File: src/rtl/tick_pkg.sv
package tick_pkg;
  localparam int CTRL_EN_BIT    = 0;
  localparam int CTRL_IRQEN_BIT = 1;
  localparam int CTRL_SRC_BIT   = 2;
  localparam int CTRL_FLAG_BIT  = 16;

  typedef struct packed {
    logic run;     // counting allowed this clock
    logic irqEn;   // interrupt request gate
    logic clrCur;  // write to current word
    logic rdCtrl;  // read of control word
  } tickStrobes_t;
endpackage

File: src/rtl/tick_ctrl.sv
module tick_ctrl
  import tick_pkg::*;
#(
  parameter int DATA_W = 32,
  parameter int ADDR_W = 4,
  parameter int CNT_W  = 24
) (
  input  logic              clk,
  input  logic              rstN,
  input  logic              busSel,
  input  logic              busWr,
  input  logic [ADDR_W-1:0] busAddr,
  input  logic [DATA_W-1:0] busWData,
  output logic [DATA_W-1:0] busRData,
  input  logic [CNT_W-1:0]  curVal,
  input  logic              countFlag,
  output tickStrobes_t      strb,
  output logic [CNT_W-1:0]  reloadVal
);
  localparam logic [ADDR_W-1:0] OFS_CTRL   = ADDR_W'(0);
  localparam logic [ADDR_W-1:0] OFS_RELOAD = ADDR_W'(4);
  localparam logic [ADDR_W-1:0] OFS_CUR    = ADDR_W'(8);

  logic selCtrl, selReload, selCur;
  logic enReg, irqEnReg, srcReg;
  logic [DATA_W-1:0] ctrlWord;

  assign selCtrl   = (busAddr == OFS_CTRL);
  assign selReload = (busAddr == OFS_RELOAD);
  assign selCur    = (busAddr == OFS_CUR);

  always_ff @(posedge clk) begin
    if (!rstN) begin
      enReg     <= 1'b0;
      irqEnReg  <= 1'b0;
      srcReg    <= 1'b0;
      reloadVal <= '0;
    end else if (busSel && busWr) begin
      if (selCtrl) begin
        enReg    <= busWData[CTRL_EN_BIT];
        irqEnReg <= busWData[CTRL_IRQEN_BIT];
        srcReg   <= busWData[CTRL_SRC_BIT];
      end
      if (selReload) reloadVal <= busWData[CNT_W-1:0];
    end
  end

  always_comb begin
    strb.run    = enReg & srcReg;
    strb.irqEn  = irqEnReg;
    strb.clrCur = busSel & busWr & selCur;
    strb.rdCtrl = busSel & ~busWr & selCtrl;
  end

  always_comb begin
    ctrlWord                 = '0;
    ctrlWord[CTRL_EN_BIT]    = enReg;
    ctrlWord[CTRL_IRQEN_BIT] = irqEnReg;
    ctrlWord[CTRL_SRC_BIT]   = srcReg;
    ctrlWord[CTRL_FLAG_BIT]  = countFlag;
  end

  always_comb begin
    busRData = '0;
    if (busSel && !busWr) begin
      if (selCtrl)        busRData = ctrlWord;
      else if (selReload) busRData = DATA_W'(reloadVal);
      else if (selCur)    busRData = DATA_W'(curVal);
    end
  end

  assert_reload_write_R2: assert property (@(posedge clk) disable iff (!rstN)
    (busSel && busWr && selReload) |=> (reloadVal == $past(busWData[CNT_W-1:0])));

  assert_reload_upper_zero_R2: assert property (@(posedge clk) disable iff (!rstN)
    (busSel && !busWr && (selReload || selCur)) |-> (busRData[DATA_W-1:CNT_W] == '0));

  assert_ctrl_hold_R2: assert property (@(posedge clk) disable iff (!rstN)
    !(busSel && busWr && selCtrl) |=> $stable(strb.run) && $stable(strb.irqEn));
endmodule

File: src/rtl/tick_dp.sv
module tick_dp
  import tick_pkg::*;
#(
  parameter int CNT_W = 24
) (
  input  logic             clk,
  input  logic             rstN,
  input  tickStrobes_t     strb,
  input  logic [CNT_W-1:0] reloadVal,
  output logic [CNT_W-1:0] curVal,
  output logic             countFlag,
  output logic             irqPulse
);
  localparam logic [CNT_W-1:0] CNT_ONE = CNT_W'(1);

  logic atZero, wrapNow;

  assign atZero  = (curVal == '0);
  assign wrapNow = strb.run && (curVal == CNT_ONE) && !strb.clrCur;

  always_ff @(posedge clk) begin
    if (!rstN) begin
      curVal    <= '0;
      countFlag <= 1'b0;
      irqPulse  <= 1'b0;
    end else begin
      if (strb.clrCur)  curVal <= '0;
      else if (strb.run) curVal <= atZero ? reloadVal : curVal - CNT_ONE;

      if (strb.clrCur)      countFlag <= 1'b0;
      else if (wrapNow)     countFlag <= 1'b1;
      else if (strb.rdCtrl) countFlag <= 1'b0;

      irqPulse <= wrapNow && strb.irqEn;
    end
  end

  assert_decrement_R3: assert property (@(posedge clk) disable iff (!rstN)
    (strb.run && !strb.clrCur && !atZero) |=> (curVal == $past(curVal) - CNT_ONE));

  assert_reload_on_zero_R3: assert property (@(posedge clk) disable iff (!rstN)
    (strb.run && !strb.clrCur && atZero) |=> (curVal == $past(reloadVal)));

  assert_clear_R5: assert property (@(posedge clk) disable iff (!rstN)
    strb.clrCur |=> (curVal == '0 && !countFlag));

  assert_hold_R11: assert property (@(posedge clk) disable iff (!rstN)
    (!strb.run && !strb.clrCur) |=> $stable(curVal));

  assert_irq_single_R8: assert property (@(posedge clk) disable iff (!rstN)
    irqPulse |=> !irqPulse);

  assert_irq_gated_R8: assert property (@(posedge clk) disable iff (!rstN)
    irqPulse |-> ($past(strb.irqEn) && countFlag && curVal == '0));
endmodule

File: src/rtl/tick_timer.sv
module tick_timer
  import tick_pkg::*;
#(
  parameter int DATA_W = 32,
  parameter int ADDR_W = 4,
  parameter int CNT_W  = 24
) (
  input  logic              clk,
  input  logic              rstN,
  input  logic              busSel,
  input  logic              busWr,
  input  logic [ADDR_W-1:0] busAddr,
  input  logic [DATA_W-1:0] busWData,
  output logic [DATA_W-1:0] busRData,
  output logic              irqPulse
);
  tickStrobes_t     strb;
  logic [CNT_W-1:0] reloadVal;
  logic [CNT_W-1:0] curVal;
  logic             countFlag;

  tick_ctrl #(.DATA_W(DATA_W), .ADDR_W(ADDR_W), .CNT_W(CNT_W)) ctrl_i (
    .clk(clk), .rstN(rstN), .busSel(busSel), .busWr(busWr), .busAddr(busAddr),
    .busWData(busWData), .busRData(busRData), .curVal(curVal),
    .countFlag(countFlag), .strb(strb), .reloadVal(reloadVal)
  );

  tick_dp #(.CNT_W(CNT_W)) dp_i (
    .clk(clk), .rstN(rstN), .strb(strb), .reloadVal(reloadVal),
    .curVal(curVal), .countFlag(countFlag), .irqPulse(irqPulse)
  );
endmodule

File: config.mk
export PLATFORM = sky130hd
export DESIGN_NAME = tick_timer
export DESIGN_NICKNAME = d
export VERILOG_FILES = /design/src/rtl/tick_pkg.sv /design/src/rtl/tick_ctrl.sv /design/src/rtl/tick_dp.sv /design/src/rtl/tick_timer.sv
export SDC_FILE = /design/constraint.sdc
export NUM_CORES = 1
export LEC_CHECK = 0
export BUFFER_PORTS_ARGS = -buffer_cell sky130_fd_sc_hd__buf_2
export CAP_MARGIN = 15
export CORE_ASPECT_RATIO = 1.5
export CORE_MARGIN = 10
export CORE_UTILIZATION = 40
export CTS_BUF_LIST = sky130_fd_sc_hd__clkbuf_16
export DETAILED_ROUTE_END_ITERATION = 6
export HOLD_SLACK_MARGIN = 0.1
export PLACE_DENSITY = 0.68
export SYNTH_ARGS = -nofsm -noshare
export SYNTH_HDL_FRONTEND = slang
export SYNTH_SLANG_ARGS = --single-unit
File: constraint.sdc
create_clock -name clk -period 6.3 [get_ports clk]
set_input_delay 1.26 -clock clk [delete_from_list [all_inputs] [get_ports clk]]
set_output_delay 1.26 -clock clk [all_outputs]
set_load 0.01 [all_outputs]
==> results.cfg <==
[power]
power_density_nw_per_um2 = 182.5
p_leak_nw = 1.340
ir_drop_mv = 0.2341

[timing]
hold_viol_final = 0
tns_ns = 0
finalCriticalPeriod_ns = 4.474
setup_viol = 0
relSlewSlack = 0.3599
fmax_mhz = 223.5
rsz0062_at_grt = false
setup_slack_ns = 1.826
skew_ns = 0.008878
tightestPinTransition_ns = 0.9572
finalCritPeriodShare = 0.7101
drv_slew = 0
holdWs_ns = 0.4491

[route]
drt_pass1_iterations = 4
wire_per_inst_um = 17.40
drt_iter0_markers = 172
routed_via_density = 5.832
vias = 3225
drc = 0
routed_wl_um = 9624
ant_nets = 0

[cts]
cts_buffers = 5
cts-hold-fix-buffers = 0
cts_htree_levels = 2
clockRootBuffer = clkbuf_16
cts_setup_buffers = 0
ctsResizeCount = 0
clock_path_buffers = 2
clkTransAtPathRegs_ns = 0.07
insertion_delay_ns = 0.30
clock_sinks = 53
cts_tree = built

[finish]
n_antenna_cell = 0
multiInputGateArea_sq_um = 1858
final_util = 0.4653
synthToLayoutAreaGrowth_pct = 14.03
seqCellArea_sq_um = 1061
fillCellCount = 807
layout-drive-gt1-share = 0.1774
fin_nets = 494

[place]
pre_cts_ws_ns = 1.780
place_congestion = 0.9512
dp_hpwl_um = 6968
io_buffers = 56

[yosys]
synth_adder_area_share = 0.01216
netlist_area_sq_um = 3087
ys_async_sr_fraction = 0
ys.flop_type = dfxtp_1
muxShareOfSynthArea = 0.01946
synth_top_family_by_area = simple AND/OR/NAND/NOR gates
synth-compound-area-share = 0.2566
synthesis.instances = 414
synth_cell_types = 56
synth-xor-area-share = 0
synth_top_area_share = 0.3437
yosys_warnings = 0
synth_seq_area_share = 0.3437
yosys_register_bits = 53
synth_top_cell_by_area = dfxtp_1
synth.top_cells.by_area = dfxtp_1 34%, nand2_1 9.7%, a21oi_1 6.5%, a22oi_1 5.8%, nor2_1 4.4%
avgSynthCellArea_sq_um = 7.456
synth_edf_count = 0
synthSimpleGateAreaFrac = 0.2991

[global_routing]
grt_max_degree = 29
grt_first_pass_wirelength_um = 15730
overflow = 0
antenna_found_initial = 0
grt_pass1_vias = 3212
grt_use_total = 0.1599

[critical_path]
worstPathMaxFanout = 24
rrSetupSlack_ns = 3.92
r2r_end = dp_i.curVal[17]
crit_path_start_kind = input pin
required_ns = 5.04
arrival_ns = 3.21
crit_end = busRData[2]
r2r_cells = 5
r2r_start = dp_i.curVal[0]
path_class = input pin to output pin
critPathCaptureType = output pin
critPathLaunch = busAddr[1]

[die]
dieWidth_um = 91.73
start_util = 0.4081
core_area_sq_um = 7564
num_io_pins = 73
die_h_um = 127.6
rows = 39
die_area_sq_um = 11700

[hold_path]
hold_class = register to register

[flow_run]
drv_cap = 0

[outcome]
outcome = finished clean
-- through the flow --
stage / area [sq um] / cells / power [W]
6_report: 3520 / 553 / 0.0006424
3_3_place_gp: 3383 / 546 / 0.0003777
2_1_floorplan: 3113 / 421 / 0.0003643
5_1_grt: 3520 / 553 / 0.0006619
3_5_place_dp: 3383 / 546 / 0.0003782
4_1_cts: 3520 / 553 / 0.0006445
-- how the worst min path moves through the flow --
stage	from	end	slack (ns)	depth (start not counted)
finish	ctrl_i.irqEnReg	dp_i.irqPulse	0.45	2
global route	ctrl_i.irqEnReg	dp_i.irqPulse	0.48	2
CTS	ctrl_i.irqEnReg	dp_i.irqPulse	0.45	2
detailed placement	ctrl_i.irqEnReg	dp_i.irqPulse	0.44	2
global placement	ctrl_i.irqEnReg	dp_i.irqPulse	0.44	2
floorplan	ctrl_i.irqEnReg	dp_i.irqPulse	0.42	2
-- synth_stat cells, types with 3 or more instances --
master    count
nand2_1      80
dfxtp_1      53
a21oi_1      40
nor2_1       36
a22oi_1      24
o21ai_0      21
clkbuf_1     19
nand3_1      12
buf_4         9
a31oi_1       8
buf_2         8
or4_1         7
inv_1         6
mux2i_1       6
nand4_1       6
nor3_1        6
nor4_1        6
o22ai_1       6
or3_1         5
a221oi_1      4
ha_1          3
o211ai_1      3
o31ai_1       3
o41ai_1       3
-- cell usage in the layout (no fill, tap or decap), types with 7 or more instances in the layout --
| cell type | synthesis | routed |
|---|---|---|
| nand3_1 | 12 | 12 |
| o21ai_0 | 21 | 21 |
| or4_1 | 7 | 7 |
| nor2_1 | 36 | 36 |
| dfxtp_1 | 53 | 53 |
| conb_1 | 1 | 8 |
| a22oi_1 | 24 | 24 |
| nand2_1 | 80 | 80 |
| a21oi_1 | 40 | 40 |
| a31oi_1 | 8 | 8 |
| buf_2 | 8 | 56 |
-- routing by layer --
metal / vias to the layer above / wire, um / global-route usage
li1: 1565 / - / -
met4: 0 / 297 / 0.08470
met3: 17 / 387 / 0.02755
met2: 104 / 5040 / 0.2879
met5: - / 0 / 0
met1: 1539 / 3897 / 0.1736
-- report_power, final --
group	switching, W	internal, W
Clock	0.000128	0.000144
Sequential	0.00000119	0.000336
Combinational	0.0000222	0.0000113
-- state kept, by name, indices dropped and copies added, names as in the netlist --
signal / count
ctrl_i.reloadVal: 24
dp_i.curVal: 24
ctrl_i.enReg: 1
ctrl_i.irqEnReg: 1
ctrl_i.srcReg: 1
dp_i.countFlag: 1
dp_i.irqPulse: 1
-- cell families after synthesis --
group                    Yosys count
other                              1
AO/OA/AOI/OAI                    126
flip-flops                        53
adder cells (fa/ha/maj)            3
multiplexers                       6
buffers and inverters             44
AND/OR/NAND/NOR                  181
-- final cells by class --
type,instances,area share
inverters,7,0.007465
clock inverters,2,0.003199
multi-input cells,324,0.5279
well taps,102,0.03626
clock buffers,5,0.03555
flip-flops and latches,53,0.3015
repair buffers,60,0.08816
-- critical path: stages --
cell and delay, ns:
buf_2 0.13, or4_1 0.62, nand3b_1 0.76, o21ai_0 0.24
buf_2 0.20
(Power assumes the default switching activity.)
